## src/rtl/pfc_pkg.sv

```systemverilog
package pfc_pkg;
  localparam logic [15:0] ETYPE_MAC_CTRL = 16'h8808;
  localparam logic [15:0] OPC_PAUSE      = 16'h0001;
  typedef logic [15:0] quanta_t;
endpackage

```

## src/rtl/pfc_frame_check.sv

```systemverilog
module pfc_frame_check
  import pfc_pkg::*;
(
  input  logic    honor_en,
  input  logic    rx_done,
  input  logic [15:0] rx_ethertype,
  input  logic [15:0] rx_opcode,
  input  quanta_t rx_pause_time,
  input  logic    rx_fcs_ok,
  output logic    load,
  output quanta_t load_val
);
  logic type_hit;
  logic opc_hit;

  always_comb begin
    type_hit = (rx_ethertype == ETYPE_MAC_CTRL);
    opc_hit  = (rx_opcode == OPC_PAUSE);
    load     = honor_en & rx_done & rx_fcs_ok & type_hit & opc_hit;
    load_val = rx_pause_time;
  end
endmodule

```

## src/rtl/pfc_quanta_timer.sv

```systemverilog
module pfc_quanta_timer
  import pfc_pkg::*;
#(
  parameter int QUANTUM_CYC = 64
) (
  input  logic    clk,
  input  logic    rst_n,
  input  logic    enable,
  input  logic    load,
  input  quanta_t load_val,
  output quanta_t quanta_left,
  output logic    paused,
  output logic    paused_nxt
);
  localparam int PRESC_W = (QUANTUM_CYC > 2) ? $clog2(QUANTUM_CYC) : 1;
  localparam logic [PRESC_W-1:0] PRESC_LAST = PRESC_W'(QUANTUM_CYC - 1);

  quanta_t            cnt_q, cnt_n;
  logic [PRESC_W-1:0] presc_q, presc_n;

  always_comb begin
    cnt_n   = cnt_q;
    presc_n = presc_q;
    if (!enable) begin
      cnt_n   = '0;
      presc_n = '0;
    end else if (load) begin
      cnt_n   = load_val;
      presc_n = '0;
    end else if (cnt_q != '0) begin
      if (presc_q == PRESC_LAST) begin
        presc_n = '0;
        cnt_n   = cnt_q - 16'd1;
      end else begin
        presc_n = presc_q + 1'b1;
      end
    end else begin
      presc_n = '0;
    end
  end

  always_ff @(posedge clk or negedge rst_n) begin
    if (!rst_n) begin
      cnt_q   <= '0;
      presc_q <= '0;
    end else begin
      cnt_q   <= cnt_n;
      presc_q <= presc_n;
    end
  end

  assign quanta_left = cnt_q;
  assign paused      = (cnt_q != '0);
  assign paused_nxt  = (cnt_n != '0);

  AST_LOAD_TAKES: assert property (@(posedge clk) disable iff (!rst_n)
    (enable && load) |=> (quanta_left == $past(load_val)));
  AST_STEP_ONE: assert property (@(posedge clk) disable iff (!rst_n)
    (enable && !load && quanta_left != '0) |=>
      (quanta_left == $past(quanta_left) || quanta_left == $past(quanta_left) - 16'd1));
  AST_OFF_CLEARS: assert property (@(posedge clk) disable iff (!rst_n)
    !enable |=> (quanta_left == '0));
endmodule

```

## src/rtl/pfc_watermark.sv

```systemverilog
module pfc_watermark
  import pfc_pkg::*;
#(
  parameter int LVL_W = 10
) (
  input  logic             clk,
  input  logic             rst_n,
  input  logic             gen_en,
  input  logic [LVL_W-1:0] fifo_level,
  input  logic [LVL_W-1:0] thr_high,
  input  logic [LVL_W-1:0] thr_low,
  input  quanta_t          xoff_time,
  output logic             pause_req,
  output quanta_t          pause_req_time
);
  logic    xoff_q, xoff_n;
  logic    req_q, req_n;
  quanta_t time_q, time_n;
  logic    above, below;

  always_comb begin
    above  = (fifo_level > thr_high);
    below  = (fifo_level < thr_low);
    xoff_n = xoff_q;
    req_n  = 1'b0;
    time_n = time_q;
    if (!gen_en) begin
      xoff_n = 1'b0;
    end else if (!xoff_q && above) begin
      xoff_n = 1'b1;
      req_n  = 1'b1;
      time_n = xoff_time;
    end else if (xoff_q && below) begin
      xoff_n = 1'b0;
      req_n  = 1'b1;
      time_n = '0;
    end
  end

  always_ff @(posedge clk or negedge rst_n) begin
    if (!rst_n) begin
      xoff_q <= 1'b0;
      req_q  <= 1'b0;
      time_q <= '0;
    end else begin
      xoff_q <= xoff_n;
      req_q  <= req_n;
      if (req_n) time_q <= time_n;
    end
  end

  assign pause_req      = req_q;
  assign pause_req_time = time_q;

  AST_ON_NEEDS_HIGH: assert property (@(posedge clk) disable iff (!rst_n)
    (pause_req && xoff_q) |-> $past(fifo_level > thr_high));
  AST_OFF_NEEDS_LOW: assert property (@(posedge clk) disable iff (!rst_n)
    (pause_req && !xoff_q) |-> ($past(fifo_level < thr_low) && pause_req_time == '0));
  AST_GEN_OFF_QUIET: assert property (@(posedge clk) disable iff (!rst_n)
    !gen_en |=> !pause_req);
endmodule

```

## src/rtl/pause_flow_ctrl.sv

```systemverilog
module pause_flow_ctrl
  import pfc_pkg::*;
#(
  parameter int QUANTUM_CYC = 64,
  parameter int LVL_W       = 10
) (
  input  logic             clk,
  input  logic             rst_n,
  input  logic             honor_en,
  input  logic             gen_en,
  input  logic             rx_done,
  input  logic [15:0]      rx_ethertype,
  input  logic [15:0]      rx_opcode,
  input  logic [15:0]      rx_pause_time,
  input  logic             rx_fcs_ok,
  input  logic             tx_in_frame,
  input  logic [LVL_W-1:0] fifo_level,
  input  logic [LVL_W-1:0] thr_high,
  input  logic [LVL_W-1:0] thr_low,
  input  logic [15:0]      xoff_time,
  output logic             tx_hold,
  output logic             pause_req,
  output logic [15:0]      pause_req_time,
  output logic             paused,
  output logic [15:0]      quanta_left
);
  logic    ld;
  quanta_t ld_val;
  logic    paused_nxt;
  logic    hold_q, hold_n;

  pfc_frame_check u_check (
    .honor_en      (honor_en),
    .rx_done       (rx_done),
    .rx_ethertype  (rx_ethertype),
    .rx_opcode     (rx_opcode),
    .rx_pause_time (rx_pause_time),
    .rx_fcs_ok     (rx_fcs_ok),
    .load          (ld),
    .load_val      (ld_val)
  );

  pfc_quanta_timer #(.QUANTUM_CYC(QUANTUM_CYC)) u_timer (
    .clk         (clk),
    .rst_n       (rst_n),
    .enable      (honor_en),
    .load        (ld),
    .load_val    (ld_val),
    .quanta_left (quanta_left),
    .paused      (paused),
    .paused_nxt  (paused_nxt)
  );

  pfc_watermark #(.LVL_W(LVL_W)) u_wmark (
    .clk            (clk),
    .rst_n          (rst_n),
    .gen_en         (gen_en),
    .fifo_level     (fifo_level),
    .thr_high       (thr_high),
    .thr_low        (thr_low),
    .xoff_time      (xoff_time),
    .pause_req      (pause_req),
    .pause_req_time (pause_req_time)
  );

  always_comb begin
    hold_n = paused_nxt & (hold_q | ~tx_in_frame);
  end

  always_ff @(posedge clk or negedge rst_n) begin
    if (!rst_n) hold_q <= 1'b0;
    else        hold_q <= hold_n;
  end

  assign tx_hold = hold_q;

  AST_HOLD_NEEDS_PAUSE: assert property (@(posedge clk) disable iff (!rst_n)
    tx_hold |-> paused);
  AST_HOLD_AT_BOUNDARY: assert property (@(posedge clk) disable iff (!rst_n)
    $rose(tx_hold) |-> !$past(tx_in_frame));
endmodule

```

## config.mk

```make
export PLATFORM = sky130hd
export DESIGN_NAME = pause_flow_ctrl
export DESIGN_NICKNAME = d
export VERILOG_FILES = /design/src/rtl/pfc_pkg.sv /design/src/rtl/pfc_frame_check.sv /design/src/rtl/pfc_quanta_timer.sv /design/src/rtl/pfc_watermark.sv /design/src/rtl/pause_flow_ctrl.sv
export SDC_FILE = /design/constraint.sdc
export NUM_CORES = 1
export LEC_CHECK = 0
export BUFFER_PORTS_ARGS = -buffer_cell sky130_fd_sc_hd__buf_2
export CAP_MARGIN = 15
export CORE_MARGIN = 2
export CORE_UTILIZATION = 43
export CTS_BUF_LIST = sky130_fd_sc_hd__clkbuf_4 sky130_fd_sc_hd__clkbuf_8
export DETAILED_ROUTE_END_ITERATION = 7
export PLACE_DENSITY = 0.79
export SYNTH_ARGS = -nofsm -noshare
export SYNTH_HDL_FRONTEND = slang
export SYNTH_SLANG_ARGS = --single-unit
```

## constraint.sdc

```tcl
create_clock -name clk -period 2.5 [get_ports clk]
set_input_delay 0.25 -clock clk [delete_from_list [all_inputs] [get_ports clk]]
set_output_delay 0.25 -clock clk [all_outputs]
set_load 0.1 [all_outputs]
```

Word-level counts from Yosys, hierarchy flattened
Cells that the tools add are included.

cells by class
  div/mod/pow operators = 0
  bitwise logic cells = 7
  add/sub/neg operators = 2
  eq/ne operators = 4
  magnitude comparators = 2
  shift operators = 0
  $mul = 0
  mux-type cells = 16
  reductions and logical operators = 7

operator list
  cell                   number
  $mux 16                6
  $reduce_bool 16->1     2
  $mux 6                 4
  $eq 16x1->1 const B    1
  $eq 16x16->1 const B   1
  $sub 16x1->16 const B  1
  $gt 10x10->1           1
  $lt 10x10->1           1
  $add 6x1->6 const B    1
  $eq 6x6->1 const B     1
  $mux 1                 6
  $and 1x1->1            5
  $ne 3x1->1 const B     1
  $reduce_and 3->1       1
  $logic_and 1x1->1      2
  $reduce_bool 2->1      1
  $logic_not 1->1        1
  $not 1->1              1
  $or 1x1->1             1

word-level totals
  logic and storage cells = 44
  ROM bits = 0
  bits in writable memories = 0
  latch bits = 0
  memories kept = 0
  flip-flop bits (word level) = 41

Logic depth before layout (Yosys ltp)
  depth after elaboration = 8
  depth in mapped cells = 12

Cells and area by module
Synthesis repeated with hierarchy kept, for this count alone.

unflattened totals
  cells, all modules = 323
  area, all modules = 2980.4 um^2

by module, submodules not included
  module            instances  area an instance (um^2)  cells an instance  seq. area each (um^2)
  pfc_quanta_timer  1          1392.6                   146                550.5
  pfc_watermark     1          1328.8                   144                450.4
  pfc_frame_check   1          222.7                    30                 0.0
  pause_flow_ctrl   1          36.3                     3                  25.0

Least setup slack after synthesis
No wires, ideal clock.

  kind = reg-to-reg
  start = reg u_timer.cnt_q[10] (netlist: u_timer.quanta_left[10])
  end = reg hold_q (netlist: tx_hold)
  setup slack = -1.104 ns
  data required time = 2.361 ns
  stages on the path, launching flop included = 10
  arrival time = 3.465 ns
  period minus slack after synthesis = 3.604 ns
  cell sequence = dfrtp_1 -> or4_4 -> nor4b_4 -> buf_6 -> nand2_1 -> nor4b_1 -> xnor2_1 -> a21oi_1 -> nor4_2 -> a32oi_1

RTL lines
  element                 RTL line                text
  start, declared         pfc_quanta_timer.sv:18  quanta_t cnt_q, cnt_n;
  start signal, assigned  pfc_quanta_timer.sv:47  cnt_q <= cnt_n;
  $reduce_bool 16->1      -
  via paused              pause_flow_ctrl.sv:24   output logic paused,
  $mux 16                 pfc_quanta_timer.sv:30  end else if (cnt_q != '0) begin
  $mux 16                 pfc_quanta_timer.sv:27  end else if (load) begin
  $mux 16                 pfc_quanta_timer.sv:24  if (!enable) begin
  via u_timer.cnt_n[9]    pfc_quanta_timer.sv:18
  $reduce_bool 16->1      pfc_quanta_timer.sv:54  assign paused_nxt = (cnt_n != '0);
  $and 1x1->1             pause_flow_ctrl.sv:67   hold_n = paused_nxt & (hold_q | ~tx_in_frame);
  via hold_n              pause_flow_ctrl.sv:30   logic hold_q, hold_n;
  end signal, assigned    pause_flow_ctrl.sv:72   else hold_q <= hold_n;
  end, declared           pause_flow_ctrl.sv:30

The timed path passes the listed nets, and every way through them passes these cells.
A chain may end at the register's enable or synchronous reset.

Worst setup path after layout
  start = reg u_timer.cnt_q[5] (netlist: u_timer.quanta_left[5])
  end = reg hold_q (netlist: tx_hold)

between the ends
  cells in the longest elaborated chain, start to end = 7

RTL lines
  element                 RTL line                text
  $sub 16x1->16           pfc_quanta_timer.sv:33  cnt_n = cnt_q - 16'd1;
  $mux 16                 pfc_quanta_timer.sv:31  if (presc_q == PRESC_LAST) begin
  $mux 16 (*)             pfc_quanta_timer.sv:30
  $mux 16 (*)             pfc_quanta_timer.sv:27
  $mux 16 (*)             pfc_quanta_timer.sv:24
  via u_timer.cnt_n[8]    pfc_quanta_timer.sv:18
  $reduce_bool 16->1 (*)  pfc_quanta_timer.sv:54
  $and 1x1->1 (*)         pause_flow_ctrl.sv:67
  via hold_n              pause_flow_ctrl.sv:30

The timed path passes the listed nets; every way through them passes the cells marked *.

==> flow_summary_export.csv <==
group,metric,value,unit
status,outcome,"complete, but fails checks",
status,violations_in_the_final_reports,"setup timing",
yosys,synth_sequential_area_ratio,37.8,%
finish,final_layout_size_suffix_gt1_share,44.7,%
finish,layout.area.seq,1060,µm²
floorplan,core,6030,µm²
yosys,syn_area_per_cell,9.08,µm²
yosys,postSynthRegisterBits,41,
setup_path,critical-path-slowest-cell,"or4_4",
power_and_ir_drop,netSwitchingFraction,46.4,%
setup_path,cp.buffers_inverters,0,
clock_network,total_cts_buffers,5,
yosys,ys.flop_type,"dfrtp_1",
finish,final_cell_mix,"buf_2, inv_1, buf_4, dfrtp_1, nand2_1",
clock_network,clk_tree_root_cell,"clkbuf_8",
setup_path,crit_path_max_fanout,5,
yosys,synth.area.mux_share,5.90,%
power_and_ir_drop,power.density,616,nW/µm²
timing,period_share,117,%
routing,wirelength,8000,µm
setup_path,crit_path_end_kind,"register",
finish,diodes,0,
grt,grt_util_all_layers,23.5,%
timing,tightest_slew,0.929,ns
routing,residual_drc,0,
floorplan,die_height,83.5,µm
yosys,synth_compound_gate_area_share,13.1,%
finish,growth_of_design_area_from_synthesis_to_finish,45.2,%
place,numPortBuffers,135,
timing,setup_tns,-0.453,ns
setup_path,critical-path-top-delay-family,"simple AND/OR/NAND/NOR gates",
place,postPlaceCellArea,3750,µm²
floorplan,num_rows,28,
clock_network,clock_transition_time_at_the_flip_flop_clock_pins_of_the_worst_setup_and_hold_paths,0.08,ns
grt,number_of_antenna_violations_at_the_first_check_in_global_routing,0,
floorplan,start_util,45.1,%
place,pre_cts_ws,-0.353,ns
timing,max_clock_freq,0.343,GHz
setup_path,worstPathArrival,3.08,ns
floorplan,io_pins,136,
clock_network,postCtsHoldBufs,0,
yosys,synth-async-reset-ratio,100,%
grt,grt_max_degree,42,
yosys,synthTopCellsByArea,"dfrtp_1, ha_1, inv_1",
power_and_ir_drop,design_power_total,2.43,mW
setup_path,timing.critical_path.cells,"or4_4 > or3_4 > a211oi_2 > xnor2_1 > a21oi_1 > or4_1 > nor4_2 > a32oi_1",
routing,dr_total_vias,2773,
setup_path,crit_path_start_kind,"register",
power_and_ir_drop,cellLeakagePower,2.21,nW
timing,final_setup_slack_of_the_worst_path,-0.418,ns
finish,layout.filler_cells,504,
routing,drtPass1Iterations,4,
timing,setup_failing_eps_final,2,
power_and_ir_drop,p_switching,1.13,mW
yosys,cell_area_after_synthesis,2720,µm²
routing,initialDrtViolationCount,75,
clock_network,cts.sinks,41,
grt,grt_pass1_vias,2975,
yosys,yosysWarningCount,0,
finish,finish.net_count,592,
timing,max-slew-margin-rel,38.1,%
routing,detail-route-antenna-nets,0,
yosys,synth_adder_area_share,10.1,%
floorplan,die_x,83.5,µm
setup_path,worstPathRequired,2.67,ns
power_and_ir_drop,comb_power_share,43.9,%
finish,area_of_the_multi_input_gates,1490,µm²
yosys,synth.largest_area_cell,"dfrtp_1",
timing,whs,0.0829,ns
power_and_ir_drop,peakVddDrop,0.000716,V
power_and_ir_drop,clock_power_share,23.4,%
routing,routedWlPerCell,14.7,µm
yosys,largest_family_of_logic_cells_by_synthesized_area,"simple AND/OR/NAND/NOR gates",
yosys,yosys.area.top_type_share,37.8,%
yosys,yosys.area_share.xor_xnor,6.13,%
setup_path,timing.critical_path.slowest_cell_delay,0.59,ns
clock_network,clock_path_buffers,2,
yosys,syn-instance-count,299,
power_and_ir_drop,sequentialPowerShare,32.7,%
routing,detail_route.vias_per_cell,5.09,
yosys,synthesis.nets,422,
yosys,netlist-cell-type-count,44,
place,finalWeightedCongestion,0.893,
timing,layout_min_cycle_time,2.92,ns
power_and_ir_drop,internal_power,1.30,mW
clock_network,ctsHtreeMaxLevel,2,
grt,global_route_wire_length_before_repair,13400,µm
grt,grt_overflow,0,
clock_network,clk-insertion-delay-late,0.30,ns
min_path,hold_class,"in2async",
timing,final.setup_skew,0.0116,ns
run,max_cap_viol_count,0,
yosys,count_of_flip_flops_with_a_built_in_enable_after_synthesis,0,
place,hpwl,6320,µm
timing,maxSlewViolCount,0,
setup_path,criticalPathCategory,"reg2reg",
timing,unrepaired_setup_endpoints_after_global_routing,"true",
floorplan,fp.dieArea,6970,µm²
finish,final_common_cell,"buf_2",
clock_network,tritoncts,"yes",
yosys,yosys.area_share.simple,18.5,%
finish,fin_area,3950,µm²
timing,hold_violations,0,
## power by group through the flow
stage | combinational (mW) | clock [mW] | sequential (mW)
floorplan | 0.173 | 0 | 1.46
global placement | 1.05 | 0 | 0.808
detailed placement | 1.07 | 0 | 0.809
CTS | 1.07 | 0.577 | 0.796
global route | 1.12 | 0.611 | 0.810
finish | 1.07 | 0.569 | 0.796
## per-layer routing
metal	part of all wire, %	global-route usage [%]
met2	52	43.4
met5	0	0
met4	2.5	9.24
met3	6.0	4.75
met1	39	26.5
## synth_stat cells, types with 3 or more instances
master	count
xor2_1	3
nand2_1	27
nor2b_1	4
xnor2_1	16
a211oi_1	4
o21a_1	3
dfrtp_1	41
o21ai_0	19
buf_2	3
clkbuf_1	4
a21o_1	3
a21oi_1	19
nand4_1	5
nor4_1	9
nor2_1	13
nand3_1	6
or3_1	3
buf_4	3
ha_1	22
mux2i_1	16
inv_1	43
nor3_1	4
nor4b_1	4
## cell type report
class / count / share of cell area [%]
clock inverter: 1 / 0.761
timing repair buffer: 175 / 25.7
sequential: 41 / 26.9
inverter: 43 / 4.09
clock buffer: 7 / 2.28
tap: 75 / 2.38
multi-input combinational: 203 / 37.9
## metrics by stage
stage,cells,utilization [%]
CTS,544,65.2
detailed placement,531,62.2
global route,545,65.5
finish,545,65.5
floorplan,299,-
global placement,531,62.2
## final timing paths
path | start | endpoint | slack (ns) | depth (start not counted)
min in group clk | tx_in_frame | tx_hold | 0.14 | 2
max in group asynchronous | rst_n | u_timer.quanta_left[10] | 1.73 | 1
max | u_timer.quanta_left[5] | tx_hold | -0.42 | 8
max reg2reg | u_timer.quanta_left[5] | tx_hold | -0.42 | 8
min reg2reg | u_wmark.pause_req_time[5] | u_wmark.pause_req_time[5] | 0.52 | 2
min | rst_n | u_timer.presc_q[3] | 0.08 | 1
## flip-flops by register name (all words and copies together) (netlist names)
| name | flops |
|---|---|
| u_wmark.pause_req | 1 |
| u_wmark.xoff_q | 1 |
| u_timer.presc_q | 6 |
| u_wmark.pause_req_time | 16 |
| tx_hold | 1 |
| u_timer.quanta_left | 16 |
## repair_timing
action,in CTS,in global routing
buffers inserted,5,1
endpoints found under the setup margin,2,6
resized for setup,8,2
pin swaps,3,2
hold endpoints to repair,0,0
## worst reg2reg max path: cells and delay by family, from the launching register on
family | cells | cell delay (ns)
and+or+nand+nor | 4 | 1.55
AOI/OAI and AO/OA | 3 | 0.55
DFF | 1 | 0.48
xor gates and xnor gates | 1 | 0.20
## kinds of logic (layout without fill, tap and decap cells)
family | count (synthesis) | after routing
simple gates | 88 | 88
compound gates | 58 | 58
buf+inv | 55 | 226
flops | 41 | 41
fa+ha+maj | 22 | 22
xor+xnor | 19 | 19
mux | 16 | 16
Note: power is estimated with default switching activity, not from simulation.
